===== config.mk =====
export PLATFORM = sky130hd
export DESIGN_NAME = dma_xfer_count
export DESIGN_NICKNAME = d
export VERILOG_FILES = /design/src/rtl/xfc_pkg.sv /design/src/rtl/xfc_addr_step.sv /design/src/rtl/xfc_count_core.sv /design/src/rtl/xfc_irq_flag.sv /design/src/rtl/dma_xfer_count.sv
export SDC_FILE = /design/constraint.sdc
export NUM_CORES = 1
export LEC_CHECK = 0
export CAP_MARGIN = 20
export CORE_MARGIN = 8
export CORE_UTILIZATION = 42
export DETAILED_ROUTE_END_ITERATION = 10
export GPL_TIMING_DRIVEN = 0
export MAX_ROUTING_LAYER = met4
export PLACE_DENSITY = 0.79
export SYNTH_ARGS = -nofsm -noshare
export SYNTH_HDL_FRONTEND = slang
export SYNTH_SLANG_ARGS = --single-unit

===== constraint.sdc =====
create_clock -name clk -period 3.67 [get_ports clk]
set_clock_uncertainty 0.1 [all_clocks]
set_input_delay 0.9175 -clock clk [delete_from_list [all_inputs] [get_ports clk]]
set_output_delay 0.9175 -clock clk [all_outputs]
set_load 0.01 [all_outputs]

===== src/rtl/xfc_pkg.sv =====
package xfc_pkg;
  localparam int CNT_W  = 24;
  localparam int ADDR_W = 32;

  typedef enum logic [1:0] {UNIT_B = 2'd0, UNIT_W = 2'd1, UNIT_L = 2'd2, UNIT_Q = 2'd3} unit_e;
  typedef enum logic [1:0] {AM_HOLD = 2'd0, AM_UP = 2'd1, AM_DOWN = 2'd2, AM_RSVD = 2'd3} amode_e;

  // bytes moved per unit
  function automatic logic [ADDR_W-1:0] unit_bytes(unit_e u);
    case (u)
      UNIT_B:  return ADDR_W'(1);
      UNIT_W:  return ADDR_W'(2);
      UNIT_L:  return ADDR_W'(4);
      default: return ADDR_W'(16);
    endcase
  endfunction

  // address after one unit, wrapping modulo 2^ADDR_W
  function automatic logic [ADDR_W-1:0] addr_next(logic [ADDR_W-1:0] a, amode_e m, unit_e u);
    case (m)
      AM_UP:   return a + unit_bytes(u);
      AM_DOWN: return a - unit_bytes(u);
      default: return a;
    endcase
  endfunction

  // remaining-count value at which the run is half done; 0 encodes 2^CNT_W
  function automatic logic [CNT_W-1:0] half_point(logic [CNT_W-1:0] n);
    if (n == '0) return {1'b1, {(CNT_W-1){1'b0}}};
    return n >> 1;
  endfunction
endpackage


===== src/rtl/xfc_addr_step.sv =====
module xfc_addr_step
  import xfc_pkg::*;
(
  input  logic              clk,
  input  logic              rst_n,
  input  logic              load,
  input  logic              adv,
  input  logic [ADDR_W-1:0] init_addr,
  input  logic [1:0]        init_mode,
  input  logic [1:0]        init_unit,
  output logic [ADDR_W-1:0] addr
);
  logic [ADDR_W-1:0] addr_q;
  amode_e            mode_q;
  unit_e             unit_q;

  always_ff @(posedge clk or negedge rst_n) begin
    if (!rst_n) begin
      addr_q <= '0;
      mode_q <= AM_HOLD;
      unit_q <= UNIT_B;
    end else if (load) begin
      addr_q <= init_addr;
      mode_q <= amode_e'(init_mode);
      unit_q <= unit_e'(init_unit);
    end else if (adv) begin
      addr_q <= addr_next(addr_q, mode_q, unit_q);
    end
  end

  assign addr = addr_q;

  // a held address never moves on a grant
  p_hold_mode_r4: assert property (@(posedge clk) disable iff (!rst_n)
    (adv && !load && (mode_q == AM_HOLD || mode_q == AM_RSVD)) |=> $stable(addr_q));
  // no accepted grant, no load -> address frozen
  p_idle_addr_r3: assert property (@(posedge clk) disable iff (!rst_n)
    (!adv && !load) |=> $stable(addr_q));
endmodule


===== src/rtl/xfc_count_core.sv =====
module xfc_count_core
  import xfc_pkg::*;
(
  input  logic             clk,
  input  logic             rst_n,
  input  logic             load,
  input  logic             grant,
  input  logic [CNT_W-1:0] init_cnt,
  output logic [CNT_W-1:0] remaining,
  output logic             busy,
  output logic             adv,
  output logic             half_hit,
  output logic             last_hit,
  output logic             xfer_end
);
  logic [CNT_W-1:0] rem_q, half_q, rem_dec;
  logic             busy_q, half_seen_q, end_q;

  assign adv      = busy_q && grant && !load;
  assign rem_dec  = rem_q - CNT_W'(1);
  assign last_hit = adv && (rem_q == CNT_W'(1));
  assign half_hit = adv && !half_seen_q && (rem_dec == half_q);

  always_ff @(posedge clk or negedge rst_n) begin
    if (!rst_n) begin
      rem_q       <= '0;
      half_q      <= '0;
      busy_q      <= 1'b0;
      half_seen_q <= 1'b0;
      end_q       <= 1'b0;
    end else begin
      end_q <= last_hit;
      if (load) begin
        rem_q       <= init_cnt;
        half_q      <= half_point(init_cnt);
        busy_q      <= 1'b1;
        half_seen_q <= 1'b0;
      end else if (adv) begin
        rem_q <= rem_dec;
        if (half_hit) half_seen_q <= 1'b1;
        if (last_hit) busy_q      <= 1'b0;
      end
    end
  end

  assign remaining = rem_q;
  assign busy      = busy_q;
  assign xfer_end  = end_q;

  // one unit off per accepted grant
  p_step_one_r3: assert property (@(posedge clk) disable iff (!rst_n)
    (busy && grant && !load) |=> (remaining == $past(remaining) - CNT_W'(1)));
  // idle grant ignored
  p_idle_cnt_r3: assert property (@(posedge clk) disable iff (!rst_n)
    (!busy && !load) |=> ($stable(remaining) && !busy));
  // last unit retires the run with a single end pulse
  p_end_pulse_r7: assert property (@(posedge clk) disable iff (!rst_n)
    (busy && grant && !load && remaining == CNT_W'(1)) |=> (!busy && xfer_end));
  p_end_single_r7: assert property (@(posedge clk) disable iff (!rst_n)
    xfer_end |=> !xfer_end);
  // load starts a run
  p_load_busy_r2: assert property (@(posedge clk) disable iff (!rst_n)
    load |=> busy);
endmodule


===== src/rtl/xfc_irq_flag.sv =====
module xfc_irq_flag (
  input  logic clk,
  input  logic rst_n,
  input  logic set,
  input  logic clr,
  input  logic en,
  output logic flag,
  output logic irq
);
  logic flag_q;

  always_ff @(posedge clk or negedge rst_n) begin
    if (!rst_n)   flag_q <= 1'b0;
    else if (set) flag_q <= 1'b1;
    else if (clr) flag_q <= 1'b0;
  end

  assign flag = flag_q;
  assign irq  = flag_q & en;

  // sticky until cleared, set beats clear
  p_sticky_r8: assert property (@(posedge clk) disable iff (!rst_n)
    (flag && !clr) |=> flag);
  p_set_wins_r8: assert property (@(posedge clk) disable iff (!rst_n)
    set |=> flag);
endmodule


===== src/rtl/dma_xfer_count.sv =====
module dma_xfer_count
  import xfc_pkg::*;
(
  input  logic              clk,
  input  logic              rst_n,
  input  logic              load,
  input  logic [CNT_W-1:0]  load_count,
  input  logic [ADDR_W-1:0] load_src,
  input  logic [ADDR_W-1:0] load_dst,
  input  logic [1:0]        load_unit,
  input  logic [1:0]        src_mode,
  input  logic [1:0]        dst_mode,
  input  logic              grant,
  input  logic              half_ie,
  input  logic              done_ie,
  input  logic              half_clr,
  input  logic              done_clr,
  output logic              busy,
  output logic [CNT_W-1:0]  remaining,
  output logic [ADDR_W-1:0] src_addr,
  output logic [ADDR_W-1:0] dst_addr,
  output logic              xfer_end,
  output logic              half_flag,
  output logic              done_flag,
  output logic              irq_half,
  output logic              irq_done
);
  localparam int N_FLAG = 2;  // index 0 halfway, 1 done

  logic adv, half_hit, last_hit;
  logic [N_FLAG-1:0] f_set, f_clr, f_en, f_flag, f_irq;
  logic [ADDR_W-1:0] a_init [2];
  logic [1:0]        a_mode [2];
  logic [ADDR_W-1:0] a_cur  [2];

  xfc_count_core u_cnt (
    .clk(clk), .rst_n(rst_n), .load(load), .grant(grant), .init_cnt(load_count),
    .remaining(remaining), .busy(busy), .adv(adv), .half_hit(half_hit),
    .last_hit(last_hit), .xfer_end(xfer_end)
  );

  assign a_init[0] = load_src;
  assign a_init[1] = load_dst;
  assign a_mode[0] = src_mode;
  assign a_mode[1] = dst_mode;

  for (genvar g = 0; g < 2; g++) begin : g_addr
    xfc_addr_step u_step (
      .clk(clk), .rst_n(rst_n), .load(load), .adv(adv), .init_addr(a_init[g]),
      .init_mode(a_mode[g]), .init_unit(load_unit), .addr(a_cur[g])
    );
  end

  assign src_addr = a_cur[0];
  assign dst_addr = a_cur[1];

  assign f_set = {last_hit, half_hit};
  assign f_clr = {done_clr, half_clr};
  assign f_en  = {done_ie, half_ie};

  for (genvar g = 0; g < N_FLAG; g++) begin : g_flag
    xfc_irq_flag u_flag (
      .clk(clk), .rst_n(rst_n), .set(f_set[g]), .clr(f_clr[g]), .en(f_en[g]),
      .flag(f_flag[g]), .irq(f_irq[g])
    );
  end

  assign half_flag = f_flag[0];
  assign done_flag = f_flag[1];
  assign irq_half  = f_irq[0];
  assign irq_done  = f_irq[1];

  // load and grant together -> the loaded count appears unchanged
  p_load_first_r10: assert property (@(posedge clk) disable iff (!rst_n)
    (load && grant) |=> (remaining == $past(load_count)));
  // completion flag accompanies the end pulse
  p_done_with_end_r7: assert property (@(posedge clk) disable iff (!rst_n)
    xfer_end |-> done_flag);
endmodule


==> flow_metrics.env, run 1 <==
export IMPL_status="completed"
export IMPL_finalSetupViolCount=0
export IMPL_cts_sinks=123
export IMPL_yosys_top_cells_count="145 x nand2_1, 123 x dfrtp_1, 115 x o21ai_0"
export IMPL_die_area_um2=27400
export IMPL_initial_core_util_pct=42.8
export IMPL_timing_reg2reg_setup_slack_ns=0.18
export IMPL_min_period_over_period_pct=95.1
export IMPL_rows=54
export IMPL_antenna_found_initial=1
export IMPL_cts_htree_levels=4
export IMPL_rsz0062_at_grt="false"
export IMPL_yosysTopAreaCell="dfrtp_1"
export IMPL_critPathCaptureType="flip-flop"
export IMPL_netlist_instances=1139
export IMPL_worstPathCellList="nand2b_2, clkinvlp_4, buf_4, ha_1, a21o_1, a21o_1, a21o_1, a22o_1, a211oi_1, o21bai_1, o21ai_1, xnor2_1, o221ai_1"
export IMPL_gp_congestion=0.953
export IMPL_crit_type="reg -> reg"
export IMPL_final_cells=1656
export IMPL_grt_pass1_wl_mm=49.6
export IMPL_leakage_nw=5.34
export IMPL_vias=9472
export IMPL_die_y_um=165
export IMPL_syn2layout_area_growth_pct=33.0
export IMPL_startpoint_type="flip-flop"
export IMPL_yosysMostFrequentCell="nand2_1"
export IMPL_dp_hpwl_mm=24.3
export IMPL_cts_root_buffer="clkbuf_16"
export IMPL_postSynthAreaPerCell_um2=8.23
export IMPL_crit_top_cell="a21o_1"
export IMPL_fillers=1988
export IMPL_drtAntennaViolNets=0
export IMPL_grt_usage_pct=23.7
export IMPL_synth_nets=1307
export IMPL_hp_class="in -> async"
export IMPL_synth_top_area_share_pct=32.8
export IMPL_synth_area_um2=9380
export IMPL_synth_edff_count=0
export IMPL_peakVddDrop_mv=0.286
export IMPL_max_stage_delay_ns=0.36
export IMPL_max_freq_mhz=287
export IMPL_grt_overflow=0
export IMPL_post_drt_wl_per_cell_um=19.1
export IMPL_fin_crit_ns=3.49
export IMPL_port_buffers=194
export IMPL_pin_count=196
export IMPL_async_flop_share_pct=100
export IMPL_synthFlopType="dfrtp_1"
export IMPL_cts_hold_buf=0
export IMPL_grt_max_degree=95
export IMPL_clk_insertion_delay_late_ns=0.43
export IMPL_cts_tree="done"
export IMPL_critPathSlowestCell="dfrtp_1"
export IMPL_crit_required_ns=3.84
export IMPL_grt_pass1_vias=9461
export IMPL_numCtsBuffers=17
export IMPL_cp_arrival_ns=3.66
export IMPL_finalHoldViolations=0
export IMPL_die_w_um=165
export IMPL_max_cap_viol_count=0
export IMPL_powerDensity_nw_per_um2=481
export IMPL_critPathMaxFanout=8
export IMPL_fin_total_pwr_mw=6.00
export IMPL_layout_drive_gt1_share_pct=6.11
export IMPL_core_area_um2=21900
export IMPL_ys_types=68
export IMPL_synth_warning_count=0
export IMPL_drt_total_wl_mm=31.7
export IMPL_setup_tns_ns=0
export IMPL_worst_pin_slew_ns=0.953
export IMPL_placed_area_um2=11700
export IMPL_synth_area_top_cells="dfrtp_1 33%, ha_1 8.5%, o21ai_0 6.1%"
export IMPL_drv_slew=0
export IMPL_post_route_util_pct=57.0
export IMPL_clock_path_buffers=2
export IMPL_viasPerCell=5.72
export IMPL_max_slew_margin_pct=36.5
export IMPL_drt_initial_drc_count=708
export IMPL_nets=1530
export IMPL_dr_pass1_iters=8
export IMPL_clkSlewWorstSetupHoldPaths_ns=0.06
export IMPL_drc=0
export IMPL_stdcell_area_um2=12500
export IMPL_post_place_cells=1615
export IMPL_ys_seq_area_share_pct=32.8
export IMPL_ys_ff_latch=123
flip-flops by register name, indices dropped and copies added (netlist names):
name                  flops
g_addr.u_step.addr       64
u_cnt.remaining          24
g_flag.u_flag.flag        2
u_cnt.half_seen_q         1
u_cnt.xfer_end            1
g_addr.u_step.unit_q      2
u_cnt.half_q             24
u_cnt.busy                1
g_addr.u_step.mode_q      4
power by group:
group	leakage (nW)	total (mW)	switching, mW	internal, mW
Clock	0.303	1.82	0.669	1.15
Combinational	3.54	2.44	1.31	1.13
Sequential	1.49	1.75	0.212	1.53
cells by family after synthesis:
group	Yosys count	synth area share, %
DFF	123	32.8
muxes	18	2.05
adders and majority gates	66	8.97
and+or+nand+nor	376	19.1
buffers and inverters	96	4.08
AOI/OAI and AO/OA	354	23.1
xor gates and xnor gates	106	9.90
per-layer routing:
| metal | part of all wire [%] | GRT usage [%] | wire length [µm] | vias up |
|---|---|---|---|---|
| met5 | 0 | - | 0 | - |
| met4 | 3.3 | 9.21 | 1060 | 0 |
| met3 | 6.7 | 4.26 | 2130 | 67 |
| met2 | 46 | 37.8 | 14700 | 325 |
| met1 | 44 | 29.5 | 13800 | 4531 |
| li1 | - | - | - | 4549 |
repair_timing:
action | 4_1_cts | 5_1_grt
hold endpoints to repair | 0 | 0
cloned | 2 | 0
setup buffers | 6 | 0
resized for setup | 4 | 12
endpoints found under the setup margin | 28 | 16
path summary, 6_finish.rpt:
path | start | to | cells past startpoint
hold reg to reg | g_flag[1].u_flag.flag$_DFFE_PN0P_ | g_flag[1].u_flag.flag$_DFFE_PN0P_ | 1
setup reg to reg | g_addr[1].u_step.mode_q[0]$_DFFE_PN0P_ | g_addr[1].u_step.addr[28]$_DFFE_PN0P_ | 13
max in group asynchronous | rst_n | g_addr[1].u_step.addr[22]$_DFFE_PN0P_ | 2
hold / removal | rst_n | u_cnt.remaining[18]$_DFFE_PN0P_ | 1
min in group clk | g_flag[1].u_flag.flag$_DFFE_PN0P_ | g_flag[1].u_flag.flag$_DFFE_PN0P_ | 1
setup / recovery | g_addr[1].u_step.mode_q[0]$_DFFE_PN0P_ | g_addr[1].u_step.addr[28]$_DFFE_PN0P_ | 13
cell type report:
| cell class | count | area (µm²) | area share [%] |
|---|---|---|---|
| diodes | 1 | 2.50 | 0.0201 |
| plain buffers | 46 | 195 | 1.57 |
| clock buffers | 21 | 480 | 3.85 |
| clock inverters | 11 | 156 | 1.25 |
| inverters | 50 | 195 | 1.57 |
| multi-input cells | 920 | 5960 | 47.8 |
| flip-flops and latches | 123 | 3080 | 24.7 |
| well taps | 280 | 350 | 2.81 |
| repair buffers | 202 | 2040 | 16.3 |
| repair inverters | 2 | 15.0 | 0.120 |
through the flow:
stage | hold slack, ns | worst slack, ns
after floorplan | 0.383 | 0.255
after global placement | 0.379 | -3.43
after detailed placement | 0.390 | -0.531
after CTS | 0.260 | 0.0278
after global routing | 0.276 | 0.0212
final | 0.257 | 0.180
placed cells by master (no fill, tap or decap), drive strengths merged, types with 20 or more instances in the layout:
master / n
xor2: 46
a21oi: 97
inv: 51
dfrtp: 123
nor2: 90
ha: 64
o21ai: 127
buf: 20
a21o: 33
clkbuf: 56
nand2: 145
xnor2: 60
clkdlybuf4s50: 193
nor3: 31
critical path, delay by kind of cell, from the launching register on:
| kind | cells | cell delay (ns) |
|---|---|---|
| AOI/OAI and AO/OA | 8 | 1.62 |
| xor gates and xnor gates | 1 | 0.15 |
| adders and majority gates | 1 | 0.36 |
| buffers and inverters | 2 | 0.48 |
| DFF | 1 | 0.36 |
| and+or+nand+nor | 1 | 0.28 |
Note: power is estimated with default switching activity, not from simulation.
==> inputs of run 2 (changes only) <==
- SETUP_SLACK_MARGIN: default -> 0.1
==> run 2 against run 1 <==
Net effect: routed wire length is essentially flat; largest power group unchanged; highest routed layer unchanged; critical endpoint unchanged; final cell count about the same; core utilization increased by 0.14 points; clock power about the same.
==> flow_metrics.env, run 2 (synthesis gave the netlist of run 1 again) <==
export IMPL_dp_hpwl_mm=24.3
export IMPL_p_int_mw=3.82
export IMPL_post_place_cells=1615
export IMPL_rows=54
export IMPL_clock_path_buffers=2
export IMPL_finalHoldViolations=0
export IMPL_die_area_um2=27400
export IMPL_reg2reg_depth=14
export IMPL_clk_insertion_delay_late_ns=0.43
export IMPL_crit_required_ns=3.84
export IMPL_worst_pin_slew_ns=0.966
export IMPL_max_slew_margin_pct=35.6
export IMPL_hold_slack_ns=0.258
export IMPL_cts_root_buffer="clkbuf_16"
export IMPL_grt_overflow=0
export IMPL_critPathMaxFanout=9
export IMPL_fin_crit_ns=3.42
export IMPL_cts_htree_levels=4
export IMPL_die_w_um=165
export IMPL_finalSetupViolCount=0
export IMPL_initial_core_util_pct=42.8
export IMPL_nets=1531
export IMPL_pre_cts_ws_ns=-0.531
export IMPL_largest_reg_flops=64
export IMPL_post_route_util_pct=57.1
export IMPL_layout_commonest_cell="clkdlybuf4s50_1"
export IMPL_drv_slew=0
export IMPL_fillers=1983
export IMPL_drc=0
export IMPL_core_area_um2=21900
export IMPL_pin_count=196
export IMPL_cp_arrival_ns=3.59
export IMPL_pwr_share_comb_pct=40.7
export IMPL_viasPerCell=5.77
export IMPL_numCtsBuffers=17
export IMPL_final_cells=1657
export IMPL_vias=9566
export IMPL_grt_usage_pct=23.7
export IMPL_cts_tree="done"
export IMPL_status="completed"
export IMPL_drt_initial_drc_count=641
export IMPL_cts_hold_buf=0
export IMPL_p_clk_share_pct=30.2
export IMPL_leakage_nw=5.34
export IMPL_hp_class="in -> async"
export IMPL_cts_sinks=123
export IMPL_port_buffers=194
export IMPL_netSwitchingFraction_pct=36.5
export IMPL_clkSlewWorstSetupHoldPaths_ns=0.06
export IMPL_grt_pass1_vias=9460
export IMPL_drtAntennaViolNets=0
export IMPL_startpoint_type="flip-flop"
export IMPL_worstReg2RegEnd="g_addr[1].u_step.addr[28]$_DFFE_PN0P_"
export IMPL_critPathCaptureType="flip-flop"
export IMPL_crit_type="reg -> reg"
export IMPL_powerDensity_nw_per_um2=481
export IMPL_post_drt_wl_per_cell_um=19.2
export IMPL_grt_pass1_wl_mm=49.6
export IMPL_die_y_um=165
export IMPL_layout_common_cells="193 x clkdlybuf4s50_1, 145 x nand2_1, 123 x dfrtp_1"
export IMPL_antenna_found_initial=1
export IMPL_seqPwrFrac_pct=29.1
export IMPL_max_cap_viol_count=0
export IMPL_switchingPower_mw=2.20
export IMPL_max_freq_mhz=292
export IMPL_dr_pass1_iters=5
export IMPL_layout_drive_gt1_share_pct=6.61
export IMPL_timing_reg2reg_setup_slack_ns=0.25
export IMPL_grt_max_degree=95
export IMPL_rsz0062_at_grt="true"
export IMPL_layout_setup_ws_ns=0.249
export IMPL_min_period_over_period_pct=93.2
export IMPL_drt_total_wl_mm=31.7
export IMPL_fin_total_pwr_mw=6.01
export IMPL_syn2layout_area_growth_pct=33.3
export IMPL_gp_congestion=0.953
export IMPL_rr_startpoint="g_addr[0].u_step.unit_q[1]$_DFFE_PN0P_"
export IMPL_peakVddDrop_mv=0.286
run 2: how the worst max path moves through the flow:
stage | startpoint | to | slack, ns | cells after the start
after floorplan | g_addr[0].u_step.mode_q[0]$_DFFE_PN0P_ | g_addr[0].u_step.addr[19]$_DFFE_PN0P_ | 0.26 | 12
final | g_addr[0].u_step.unit_q[1]$_DFFE_PN0P_ | g_addr[1].u_step.addr[28]$_DFFE_PN0P_ | 0.25 | 14
after detailed placement | g_addr[1].u_step.mode_q[0]$_DFFE_PN0P_ | g_addr[1].u_step.addr[30]$_DFFE_PN0P_ | -0.53 | 12
after global routing | g_addr[0].u_step.unit_q[1]$_DFFE_PN0P_ | g_addr[1].u_step.addr[30]$_DFFE_PN0P_ | 0.07 | 14
after CTS | g_addr[1].u_step.mode_q[0]$_DFFE_PN0P_ | g_addr[1].u_step.addr[30]$_DFFE_PN0P_ | 0.04 | 12
after global placement | rst_n | g_addr[0].u_step.addr[13]$_DFFE_PN0P_ | -3.43 | 1
run 2: through the flow:
stage / cell area, µm² / setup TNS (ns)
floorplan: 9380 / 0
global placement: 11700 / -424.54
detailed placement: 11700 / -5.73
CTS: 12400 / 0
global route: 12500 / 0
finish: 12500 / 0
run 2: power by group through the flow:
stage                     sequential [mW]  clock, mW  combinational, mW
after detailed placement             1.76          0               2.36
after CTS                            1.74       1.84               2.40
after global placement               1.76          0               2.31
after floorplan                      1.77          0               1.46
after global routing                 1.77       1.89               2.69
final                                1.75       1.82               2.45
run 2: routing by layer:
metal / vias up / GRT usage, % / wire length, µm
li1: 4550 / - / -
met1: 4572 / 29.5 / 13500
met2: 375 / 37.8 / 14800
met3: 69 / 4.26 / 2390
met4: 0 / 9.21 / 1040
met5: - / - / 0
run 2: worst max-delay path, stage by stage (launching register included):
cell      delay (ns)
dfrtp_1         0.36
clkbuf_1        0.19
nor2_2          0.18
ha_1            0.18
inv_1           0.05
fa_1            0.44
a211oi_2        0.27
o21ai_1         0.21
a21oi_2         0.25
nor3_2          0.09
a211oi_1        0.32
o21bai_1        0.17
o21ai_1         0.20
xnor2_1         0.15
o221ai_1        0.13
run 2: cell type report:
class	instances	area [µm²]	area share [%]
multi-input cells	920	5990	47.9
plain buffers	46	195	1.56
flip-flops and latches	123	3080	24.6
repair buffers	203	2040	16.3
repair inverters	2	15.0	0.120
clock buffers	21	480	3.84
inverters	50	195	1.56
well taps	280	350	2.80
diodes	1	2.50	0.0200
clock inverters	11	156	1.25
run 2: what timing repair did:
| item | CTS | global route |
|---|---|---|
| gates resized for setup | 5 | 18 |
| cloned | 2 | 0 |
| setup endpoints to repair | 39 | 18 |
| pin swaps | 0 | 2 |
| setup buffers | 6 | 1 |
